$ cat src/rtl/dma_hs_pkg.sv
package dma_hs_pkg;
  typedef enum logic {
    HS_IDLE = 1'b0,
    HS_BUSY = 1'b1
  } hs_state_e;
endpackage

$ cat src/rtl/dma_req_sync.sv
module dma_req_sync #(
  parameter int NCH = 4
) (
  input  logic           clk,
  input  logic           rst_n,
  input  logic [NCH-1:0] req_n,
  output logic [NCH-1:0] req_q
);
  // Capture on the falling edge so the rising-edge logic sees a settled value.
  always_ff @(negedge clk or negedge rst_n) begin
    if (!rst_n) req_q <= '1;
    else        req_q <= req_n;
  end
endmodule

$ cat src/rtl/dma_prio_pick.sv
module dma_prio_pick #(
  parameter int NCH = 4,
  localparam int IW = (NCH > 1) ? $clog2(NCH) : 1
) (
  input  logic [NCH-1:0] cand,
  output logic           hit,
  output logic [IW-1:0]  idx
);
  always_comb begin
    hit = 1'b0;
    idx = '0;
    // Scan from the lowest priority upward so channel 0 overrides the rest.
    for (int i = NCH - 1; i >= 0; i--) begin
      if (cand[i]) begin
        hit = 1'b1;
        idx = IW'(i);
      end
    end
  end
endmodule

$ cat src/rtl/dma_chan_ctr.sv
module dma_chan_ctr #(
  parameter int CW = 8
) (
  input  logic          clk,
  input  logic          rst_n,
  input  logic          ld,
  input  logic [CW-1:0] ld_val,
  input  logic          dec,
  output logic          en,
  output logic          last
);
  logic [CW-1:0] cnt_q;

  always_ff @(posedge clk or negedge rst_n) begin
    if (!rst_n) begin
      cnt_q <= '0;
      en    <= 1'b0;
    end else if (ld) begin
      cnt_q <= ld_val;
      en    <= (ld_val != '0);
    end else if (dec && en) begin
      cnt_q <= cnt_q - CW'(1);
      if (cnt_q == CW'(1)) en <= 1'b0;
    end
  end

  assign last = (cnt_q == CW'(1));
endmodule

$ cat src/rtl/dma_handshake.sv
module dma_handshake
  import dma_hs_pkg::*;
#(
  parameter int NCH = 4,
  parameter int CW  = 8,
  localparam int IW = (NCH > 1) ? $clog2(NCH) : 1
) (
  input  logic           clk,
  input  logic           rst_n,
  input  logic [NCH-1:0] req_n,
  input  logic           rdy_n,
  input  logic           ld_valid,
  input  logic [IW-1:0]  ld_ch,
  input  logic [CW-1:0]  ld_cnt,
  input  logic [NCH-1:0] chan_mask,
  input  logic [NCH-1:0] dbl_word,
  output logic [NCH-1:0] ack_n,
  output logic           done_n,
  output logic           first_word
);
  hs_state_e      st_q;
  logic [IW-1:0]  cur_q;
  logic           wsel_q;
  logic [NCH-1:0] req_s;
  logic [NCH-1:0] en_v, last_v, cand;
  logic           pick_hit;
  logic [IW-1:0]  pick_idx;
  logic           busy, word_done, unit_end, cnt_end, release_now;

  dma_req_sync #(.NCH(NCH)) u_sync (
    .clk(clk), .rst_n(rst_n), .req_n(req_n), .req_q(req_s)
  );

  assign busy = (st_q == HS_BUSY);

  for (genvar g = 0; g < NCH; g++) begin : g_chan
    logic ld_g, dec_g;
    assign ld_g  = ld_valid && (ld_ch == IW'(g)) && !(busy && cur_q == IW'(g));
    assign dec_g = word_done && (cur_q == IW'(g));
    dma_chan_ctr #(.CW(CW)) u_ctr (
      .clk(clk), .rst_n(rst_n), .ld(ld_g), .ld_val(ld_cnt),
      .dec(dec_g), .en(en_v[g]), .last(last_v[g])
    );
  end

  assign cand = ~req_s & en_v & ~chan_mask;

  dma_prio_pick #(.NCH(NCH)) u_pick (
    .cand(cand), .hit(pick_hit), .idx(pick_idx)
  );

  assign word_done   = busy && !rdy_n;
  assign unit_end    = !dbl_word[cur_q] || wsel_q;
  assign cnt_end     = word_done && last_v[cur_q];
  assign release_now = cnt_end || (word_done && unit_end && req_s[cur_q]);

  always_ff @(posedge clk or negedge rst_n) begin
    if (!rst_n) begin
      st_q   <= HS_IDLE;
      cur_q  <= '0;
      wsel_q <= 1'b0;
      ack_n  <= '1;
      done_n <= 1'b1;
    end else begin
      done_n <= 1'b1;
      if (!busy) begin
        if (pick_hit) begin
          st_q   <= HS_BUSY;
          cur_q  <= pick_idx;
          wsel_q <= 1'b0;
          ack_n  <= ~(NCH'(1) << pick_idx);
        end
      end else if (word_done) begin
        if (release_now) begin
          st_q   <= HS_IDLE;
          wsel_q <= 1'b0;
          ack_n  <= '1;
          done_n <= !cnt_end;
        end else begin
          wsel_q <= dbl_word[cur_q] ? !wsel_q : 1'b0;
        end
      end
    end
  end

  assign first_word = !wsel_q;

  // never more than one acknowledge low
  a_r4_one_ack: assert property (@(posedge clk) disable iff (!rst_n)
    $onehot0(~ack_n));

  // acknowledge pattern frozen while ready is high during service
  a_r5_hold_unready: assert property (@(posedge clk) disable iff (!rst_n)
    (ack_n != '1 && rdy_n) |=> (ack_n == $past(ack_n)));

  // done strobe lasts a single clock
  a_r8_done_single: assert property (@(posedge clk) disable iff (!rst_n)
    !done_n |=> done_n);

  // done only follows a cycle of service
  a_r8_done_after_ack: assert property (@(posedge clk) disable iff (!rst_n)
    !done_n |-> ($past(ack_n) != '1));

  // second-word flag only while a channel is acknowledged
  a_r9_first_only_busy: assert property (@(posedge clk) disable iff (!rst_n)
    !first_word |-> (ack_n != '1));
endmodule

$ cat config.mk
export PLATFORM = sky130hd
export DESIGN_NAME = dma_handshake
export DESIGN_NICKNAME = d
export VERILOG_FILES = /design/src/rtl/dma_hs_pkg.sv /design/src/rtl/dma_req_sync.sv /design/src/rtl/dma_prio_pick.sv /design/src/rtl/dma_chan_ctr.sv /design/src/rtl/dma_handshake.sv
export SDC_FILE = /design/constraint.sdc
export NUM_CORES = 1
export LEC_CHECK = 0
export ABC_CLOCK_PERIOD_IN_PS = 2000
export BUFFER_PORTS_ARGS = -buffer_cell sky130_fd_sc_hd__buf_2
export CAP_MARGIN = 20
export CORE_ASPECT_RATIO = 0.7
export CORE_UTILIZATION = 50
export CTS_CLUSTER_DIAMETER = 100
export CTS_CLUSTER_SIZE = 40
export DETAILED_ROUTE_END_ITERATION = 8
export GPL_ROUTABILITY_DRIVEN = 0
export HOLD_SLACK_MARGIN = 0.02
export PLACE_DENSITY = 0.73
export SETUP_SLACK_MARGIN = 0.5
export SKIP_LAST_GASP = 1
export SYNTH_ARGS = -nofsm -noshare
export SYNTH_HDL_FRONTEND = slang
export SYNTH_SLANG_ARGS = --single-unit
$ cat constraint.sdc
create_clock -name clk -period 2 [get_ports clk]
set_input_delay 0.4 -clock clk [delete_from_list [all_inputs] [get_ports clk]]
set_output_delay 0.4 -clock clk [all_outputs]
set_load 0.005 [all_outputs]
==> out/metrics.csv <==
metric;value;unit
status;finished, violations left;
violations;negative setup slack;
final_cells;434;
finalNetCount;395;
ys_seq_elements;49;
crit_type;reg -> reg;
insertion_delay;350;ps
hold_viol_final;0;
setup_viol;8;
grt_overflow;0;
synth_area_leader_cell;dfrtp_1;
numPortBuffers;31;
power;4805;uW
dpl_worst_slack;-649.3;ps
path_common_cell;o21ai_1;
dieHeight;64.77;um
required;2220;ps
initial_utilization;0.5269;
routed_wl;7809;um
grt_max_degree;46;
cts_max_level;2;
ant_nets;0;
hold_class;in -> async;
root_buffer;clkbuf_8;
slowest_stage;a2111oi_4;
synth_area;2814;um^2
critical_path.max_fanout;4;
tightest_slew;575.2;ps
postCtsHoldBufs;0;
coreArea;5340;um^2
place_inst;415;
rows;22;
grt_antenna_before_repair;0;
num-fill-cells;415;
synth_top_area_frac;0.3557;
grt_pass1_wl;12630;um
critical_path.cell_chain;or3b_4, a2111oi_4, o21ai_1, o21ai_1, a21oi_1;
synth-main-ff-cell;dfrtp_1;
multi_input_area;1744;um^2
synthTopCellsByArea;dfrtp_1 36%, dfstp_2 8.4%, nand2_1 4.7%;
power.density;1328;nW/um^2
slew_violations;0;
avgSynthCellArea;9.411;um^2
cts.sinks;49;
fp.dieW;91.67;um
drc;0;
synth_edf_count;0;
synth_fp_nets;333;
yosysWarnings;0;
grt_usage;0.2827;
cap_violations;0;
netlist-cell-type-count;57;
avgViaCountPerCell;6.067;
p_leak;0.001511;uW
place_area;3331;um^2
path_clk_slew;90;ps
ff_latch_area;1239;um^2
yosysMostFrequentCell;dfrtp_1;
seq_area_frac_synth;0.4398;
area_growth;28.55;%
rsz0062_at_grt;yes;
ys_async_sr_fraction;1.000;
firstDrtPassIters;5;
postSynthCellCount;299;
final_area;3617;um^2
grt_pass1_vias;2497;
cts_buffers;5;
finClkSkew;55.53;ps
drt-initial-drc-count;190;
wl_per_cell;17.99;um
dp_hpwl;5600;um
cts_tree;done;
cp-start-kind;flop;
vdd_ir_drop_max;732.7;uV
crit_path_end_kind;flop;
clockBufferDepth;2;
via_count;2633;
die-area;5937;um^2
drive_gt1_frac;0.3481;
ioPinCount;32;
timing.final.ws_setup;-623.9;ps
arrival;2850;ps
synth_common_cells;40 x dfrtp_1, 35 x nand2_1, 29 x nor2_1, 20 x o21ai_0, 18 x nand3_1;
cp_slowest_stage_delay;440;ps
slew_headroom;0.6165;
fin_util;0.6774;
diodes;0;
## logic make-up after synthesis
kind of cell | share of synthesized area
buffers and inverters | 0.02934
AND/OR/NAND/NOR | 0.2472
adder cells (fa/ha/maj) | 0.03557
AO/OA/AOI/OAI | 0.2054
flip-flops | 0.4398
XOR/XNOR | 0.01557
multiplexers | 0.02712
## area by class of cell
| type | count | area share |
|---|---|---|
| flip-flops and latches | 49 | 0.3424 |
| inverters | 11 | 0.01141 |
| repair buffers | 61 | 0.1072 |
| multi-input cells | 229 | 0.4822 |
| clock buffers | 7 | 0.02663 |
| clock inverters | 5 | 0.005189 |
| well taps | 72 | 0.02490 |
## critical path: cells and delay by family (launching register included)
kind / cells / cell delay [ps]
compound gates: 4 / 730
simple gates: 1 / 400
flops: 1 / 360
## placed cells by master, fill, tap and decap left out, types with 12 or more instances in the layout
cell type,instances
dfrtp_1,39
nor2_1,26
o21ai_0,12
buf_2,31
a21oi_1,13
nand2_1,34
nand3_1,15
buf_4,28
inv_1,15
## per-stage QoR
step | TNS [ps] | hold slack, ps
floorplan | -3261 | 104.4
global placement | -3941 | 487.3
detailed placement | -4332 | 493.4
CTS | -4478 | 333.1
global route | -4935 | 382.1
finish | -4325 | 310.8
## per-layer routing
metal | GRT usage | part of all wire
met5 | 0 | 0
met4 | 0.06944 | 0.013
met3 | 0.04343 | 0.068
met2 | 0.4483 | 0.45
met1 | 0.4077 | 0.47
## state kept, by name, indices dropped and copies added, names as in the netlist
register,cells
g_chan.u_ctr.cnt_q,32
ack_n,4
g_chan.u_ctr.en,4
u_sync.req_q,4
cur_q,2
busy,1
done_n,1
wsel_q,1
## worst paths after layout
path	from	to	slack, ps	cells past startpoint
setup / recovery	u_sync.req_q[2]	ack_n[2]	-620	5
hold / removal	rst_n	g_chan[0].u_ctr.cnt_q[7]	310	2
setup reg to reg	u_sync.req_q[2]	ack_n[2]	-620	5
hold reg to reg	g_chan[3].u_ctr.cnt_q[7]	g_chan[3].u_ctr.cnt_q[7]	520	1
max in group asynchronous	rst_n	u_sync.req_q[1]	900	1
min in group clk	ld_cnt[5]	g_chan[3].u_ctr.cnt_q[5]	410	3
## where the power goes
group,internal (uW),switching [uW],total [uW]
clock,322,340,661
combinational,1160,1140,2300
sequential,1420,426,1850
## what timing repair did
action	CTS	global route
setup endpoints to repair	42	45
resized for setup	17	16
setup buffers	3	5
hold endpoints to repair	0	0
pin swaps	5	12
Power figures use the tool's default switching activity.
